==> src/rtl/tmr8_pkg.sv <==
package tmr8_pkg;
  typedef enum logic [1:0] {
    RA_COUNT = 2'd0,
    RA_CMPA  = 2'd1,
    RA_CMPB  = 2'd2,
    RA_STAT  = 2'd3
  } tmr8_addr_e;

  // flag index i lives at status bit FLAG_LSB + i: 0 wrap, 1 cmp A, 2 cmp B
  localparam int NUM_FLAGS = 3;
  localparam int FLAG_LSB  = 5;
  localparam int IDX_WRAP  = 0;
  localparam int IDX_HITA  = 1;
  localparam int IDX_HITB  = 2;
  localparam int BIT_TRIG  = 4;
  localparam int NUM_CMP   = 2;
endpackage

==> src/rtl/tmr8_counter.sv <==
module tmr8_counter #(
  parameter int W = 8,
  parameter logic [W-1:0] CMP_RST = '1
) (
  input  logic         clk,
  input  logic         rst_n,
  input  logic         count_en,
  input  logic         ld_cnt,
  input  logic         ld_a,
  input  logic         ld_b,
  input  logic [W-1:0] wdata,
  output logic [W-1:0] cnt,
  output logic [W-1:0] cmp_a,
  output logic [W-1:0] cmp_b,
  output logic         wrap,
  output logic         eval
);
  assign wrap = count_en && !ld_cnt && (cnt == {W{1'b1}});

  always_ff @(posedge clk) begin
    if (!rst_n) begin
      cnt   <= '0;
      cmp_a <= CMP_RST;
      cmp_b <= CMP_RST;
      eval  <= 1'b0;
    end else begin
      if (ld_cnt)        cnt <= wdata;
      else if (count_en) cnt <= cnt + 1'b1;
      if (ld_a) cmp_a <= wdata;
      if (ld_b) cmp_b <= wdata;
      eval <= count_en | ld_cnt | ld_a | ld_b;
    end
  end
endmodule

==> src/rtl/tmr8_match.sv <==
module tmr8_match #(
  parameter int W   = 8,
  parameter int NCH = 2
) (
  input  logic                    eval,
  input  logic [W-1:0]            cnt,
  input  logic [NCH-1:0][W-1:0]   cmp,
  output logic [NCH-1:0]          hit
);
  for (genvar c = 0; c < NCH; c++) begin : g_ch
    assign hit[c] = eval && (cnt == cmp[c]);
  end
endmodule

==> src/rtl/tmr8_status.sv <==
module tmr8_status
  import tmr8_pkg::*;
#(
  parameter int NF = NUM_FLAGS
) (
  input  logic          clk,
  input  logic          rst_n,
  input  logic [NF-1:0] set_ev,
  input  logic          rd_st,
  input  logic          wr_st,
  input  logic [7:0]    wdata,
  input  logic          hit_a,
  output logic [NF-1:0] flags,
  output logic          trig_en,
  output logic          adc_start
);
  logic [NF-1:0] armed;

  for (genvar i = 0; i < NF; i++) begin : g_flag
    logic clr;
    assign clr = wr_st && armed[i] && !wdata[FLAG_LSB+i];

    always_ff @(posedge clk) begin
      if (!rst_n) begin
        flags[i] <= 1'b0;
        armed[i] <= 1'b0;
      end else begin
        flags[i] <= set_ev[i] | (flags[i] & ~clr);
        if (wr_st)                 armed[i] <= 1'b0;
        else if (rd_st && flags[i]) armed[i] <= 1'b1;
      end
    end
  end

  always_ff @(posedge clk) begin
    if (!rst_n) begin
      trig_en   <= 1'b0;
      adc_start <= 1'b0;
    end else begin
      if (wr_st) trig_en <= wdata[BIT_TRIG];
      adc_start <= hit_a & trig_en;
    end
  end
endmodule

==> src/rtl/tmr8_timer.sv <==
module tmr8_timer
  import tmr8_pkg::*;
#(
  parameter int W = 8
) (
  input  logic         clk,
  input  logic         rst_n,
  input  logic         count_en,
  input  logic [1:0]   addr,
  input  logic         rd_en,
  input  logic         wr_en,
  input  logic [W-1:0] wdata,
  output logic [W-1:0] rdata,
  output logic         adc_start
);
  logic [W-1:0] cnt, cmp_a, cmp_b;
  logic         wrap, eval, trig_en;
  logic [NUM_CMP-1:0]   hit;
  logic [NUM_FLAGS-1:0] flags, set_ev;
  logic         ld_cnt, ld_a, ld_b, wr_st, rd_st;

  assign ld_cnt = wr_en && (addr == RA_COUNT);
  assign ld_a   = wr_en && (addr == RA_CMPA);
  assign ld_b   = wr_en && (addr == RA_CMPB);
  assign wr_st  = wr_en && (addr == RA_STAT);
  assign rd_st  = rd_en && (addr == RA_STAT);

  tmr8_counter #(.W(W)) u_cnt (
    .clk(clk), .rst_n(rst_n), .count_en(count_en),
    .ld_cnt(ld_cnt), .ld_a(ld_a), .ld_b(ld_b), .wdata(wdata),
    .cnt(cnt), .cmp_a(cmp_a), .cmp_b(cmp_b), .wrap(wrap), .eval(eval)
  );

  tmr8_match #(.W(W), .NCH(NUM_CMP)) u_match (
    .eval(eval), .cnt(cnt), .cmp({cmp_b, cmp_a}), .hit(hit)
  );

  assign set_ev[IDX_WRAP] = wrap;
  assign set_ev[IDX_HITA] = hit[0];
  assign set_ev[IDX_HITB] = hit[1];

  tmr8_status #(.NF(NUM_FLAGS)) u_stat (
    .clk(clk), .rst_n(rst_n), .set_ev(set_ev), .rd_st(rd_st),
    .wr_st(wr_st), .wdata(wdata[7:0]), .hit_a(hit[0]),
    .flags(flags), .trig_en(trig_en), .adc_start(adc_start)
  );

  always_comb begin
    unique case (addr)
      RA_COUNT: rdata = cnt;
      RA_CMPA:  rdata = cmp_a;
      RA_CMPB:  rdata = cmp_b;
      default: begin
        rdata = '0;
        rdata[7:0] = {flags[IDX_HITB], flags[IDX_HITA], flags[IDX_WRAP],
                      trig_en, 4'hF};
      end
    endcase
  end
endmodule

==> config.mk <==
export PLATFORM = sky130hd
export DESIGN_NAME = tmr8_timer
export DESIGN_NICKNAME = d
export VERILOG_FILES = /design/src/rtl/tmr8_pkg.sv /design/src/rtl/tmr8_counter.sv /design/src/rtl/tmr8_match.sv /design/src/rtl/tmr8_status.sv /design/src/rtl/tmr8_timer.sv
export SDC_FILE = /design/constraint.sdc
export NUM_CORES = 1
export LEC_CHECK = 0
export BUFFER_PORTS_ARGS = -buffer_cell sky130_fd_sc_hd__buf_4
export CORE_UTILIZATION = 50
export CTS_BUF_LIST = sky130_fd_sc_hd__clkbuf_16
export DETAILED_ROUTE_END_ITERATION = 16
export MAX_ROUTING_LAYER = met4
export PLACE_DENSITY_LB_ADDON = 0.1
export SLEW_MARGIN = 20
export SYNTH_ARGS = -nofsm -noshare
export SYNTH_HDL_FRONTEND = slang
export SYNTH_SLANG_ARGS = --single-unit
==> constraint.sdc <==
create_clock -name clk -period 1.54 [get_ports clk]
set_input_delay 0 -clock clk [delete_from_list [all_inputs] [get_ports clk]]
set_output_delay 0 -clock clk [all_outputs]
set_load 0.03 [all_outputs]
==> run summary <==
Initial Utilization: 0.548
Outcome: completed
Post-route antenna net violation count: 0
Synth warn: 0
Number of fill cells: 281
Comb power frac: 0.168
# H-tree levels: 2
Slew Viols, Final: 0
Die area: 3690 µm²
Net Sw Power: 0.586 mW
Reg-to-reg slack, setup: 0.07 ns
Largest net degree at the start of global routing: 26
Reported max-cap violation count: 0
Synthesized cell area: 1730 µm²
Sw Ratio: 0.261
Starting DRT DRC Count: 117
Crit path DAT: 1.68 ns
Final worst-path cycle share: 0.955
First-pass GRT wire length: 7190 µm
Dpl hpwl: 3020 µm
Critical Path RT: 1.75 ns
Total Wirelength: 4330 µm
Postcts setup bufs: 0
# rows: 20
Top-area cell type share of the netlist area: 0.383
Tot GR Track Use: 0.286
Highest clock rate: 680 MHz
Placed cell count: 257
Final Util: 0.670
CTS tree: done
Worst reg2reg startpoint: u_cnt.cnt[1]
Post_cts resized: 0
Crit path kind: reg2reg
Clk sinks: 33
Final setup viols: 0
Clock Skew: 0.00539 ns
Post-synth top cells: 38 x nand2_1, 33 x dfxtp_1, 22 x nand3_1
Peak VDD IR: 740 µV
RSZ-0062 raised after global routing: false
Min Hold Slack: 0.0349 ns
Worst Setup Start Kind: flip-flop
Mean Syn Cell Area: 8.55 µm²
Worst-Skew Late Latency: 0.28 ns
Top post-synthesis cells by area: dfxtp_1 38%, nand2_1 8.3%, xnor2_1 7.1%, nand3_1 6.4%, mux4_2 3.9%
Slowest CP cell: or4b_1
Hold Violations, Final: 0
GR Overflow Total: 0
Hold Crit Depth: 3
Slew @ Worst Pin: 0.462 ns
Ant diodes: 0
Leak: 0.863 nW
I/O Buffers: 23
Fin nets: 244
Total CTS buffers: 5
Total power: 2.24 mW
Final GP Congestion: 0.878
Die W: 60.8 µm
Area growth syn-to-layout: 22.4%
Critical-path cell list: ha_1 > nand3_1 > or4b_1 > a21oi_1
Final cell count without fillers: 273
Die H: 60.8 µm
Post-synth top area cell: dfxtp_1
Top_reg_cell synth: dfxtp_1
Number of distinct library cells after synthesis: 34
Worst Reg2Reg Path Length in Cells: 4
Clock network fraction of total power: 0.413
Yosys reg bits: 33
Async set-reset flop share out of synthesis: 0
Hold Buf Count CTS: 8
Hold_sp: count_en
Start point of the critical path: u_cnt.cnt[1]
Seq/Total Area, Yosys: 0.383
First-pass iteration count of the detailed router: 4
Clock slew at reported path FFs: 0.05 ns
Initial antenna violation count: 0
CP Capture Type: flip-flop
Synth Net Count: 218
Internal cell power: 1.66 mW
Hold Path End: u_cnt.eval
Sequential power share: 0.418
Count leader, synth: nand2_1
Crit-path max FO: 6
Clk buf depth: 2
Worst R2R End: u_stat.flags[0]
Layout cells sized above 1: 0.183
Via/cell ratio: 5.70
Post-synth EDFFs: 0
Minimum clock period: 1.47 ns
Top Ports: 24
Vias post-DR: 1,557
Mapped Cells: 202
Hold/Removal Path Class: in2reg
Slowest stage delay, CP: 0.48 ns
WL/cell: 15.9 µm
Pwr/cell area: 1060 nW/µm²
Setup TNS: 0 ns
Number of global-route vias before repair: 1,503
Core Area: 3150 µm²
DRC: 0
Max-slew headroom: 0.691
Clock Tree Root: clkbuf_16
==> power groups by stage <==
stage | logic, mW | clock network (mW) | registers [mW]
final | 0.378 | 0.927 | 0.939
after global routing | 0.413 | 0.986 | 0.943
after CTS | 0.380 | 0.940 | 0.938
after detailed placement | 0.362 | 0 | 0.956
after global placement | 0.355 | 0 | 0.954
after floorplan | 0.262 | 0 | 0.938
==> worst max-delay path, delay by kind of cell (launching register included) <==
kind	cells	cell delay [ns]
fa+ha+maj	1	0.23
flops	1	0.44
simple gates	2	0.60
compound gates	1	0.13
==> cells in the final DEF, fill, tap and decap left out, types with 3 or more instances in the layout <==
cell           synthesis  layout
a211oi_1               4       4
a21oi_1                6       6
a31oi_1                3       3
buf_4                  2      28
clkbuf_16              0       5
dfxtp_1               33      33
dlygate4sd3_1          0       8
inv_1                  5       5
mux2_2                 4       4
mux4_2                 3       3
nand2_1               38      38
nand3_1               22      22
nand4_1                4       4
nor2_1                 9       9
o21ai_0                8       8
o22a_1                 4       4
or3_1                  3       3
xnor2_1               14      14
xor2_1                 6       6
==> metrics by stage <==
| stage | worst slack [ns] | area (µm²) |
|---|---|---|
| 6_report | 0.0697 | 2110 |
| 5_1_grt | 0.00299 | 2110 |
| 4_1_cts | 0.0902 | 2110 |
| 3_5_place_dp | 0.102 | 1900 |
| 3_3_place_gp | 0.137 | 1900 |
| 2_1_floorplan | 0.203 | 1730 |
==> state kept, by name (all words and copies together) (netlist names) <==
signal            cells
u_cnt.cnt             8
u_stat.armed          3
u_stat.trig_en        1
u_cnt.eval            1
u_cnt.cmp_b           8
u_stat.flags          3
u_cnt.cmp_a           8
u_stat.adc_start      1
==> logic make-up after synthesis <==
kind of cell               after synthesis  share of synthesized area
and+or+nand+nor                         87                      0.242
xor gates and xnor gates                20                      0.101
adders and majority gates                1                    0.00725
AOI/OAI and AO/OA                       29                      0.108
buffers and inverters                   22                     0.0667
DFF                                     33                      0.383
muxes                                   10                     0.0920
==> routing by layer <==
| layer | vias to the layer above | wire length [µm] | GRT usage |
|---|---|---|---|
| met5 | - | 0 | - |
| met4 | 0 | 71 | 0.110 |
| met3 | 7 | 221 | 0.0810 |
| met2 | 49 | 2120 | 0.446 |
| met1 | 746 | 1920 | 0.351 |
| li1 | 755 | - | - |
==> final cells by class <==
type / count / area [µm²] / area share
clock buffer: 5 / 125 / 0.0592
clock inverter: 3 / 12.5 / 0.00592
inverter: 5 / 18.8 / 0.00888
multi-input combinational: 147 / 951 / 0.450
sequential: 33 / 661 / 0.313
tap: 44 / 55.1 / 0.0261
timing repair buffer: 36 / 290 / 0.137
==> worst max path at each step <==
| stage | to | slack [ns] | cells after the start |
|---|---|---|---|
| finish | u_stat.flags[0] | 0.07 | 4 |
| global route | u_stat.flags[0] | 0.003 | 4 |
| CTS | u_stat.flags[0] | 0.09 | 4 |
| detailed placement | u_stat.flags[0] | 0.10 | 4 |
| global placement | u_stat.flags[0] | 0.14 | 4 |
| floorplan | u_stat.flags[1] | 0.20 | 4 |
No activity file was read; power rests on OpenSTA's default activity.
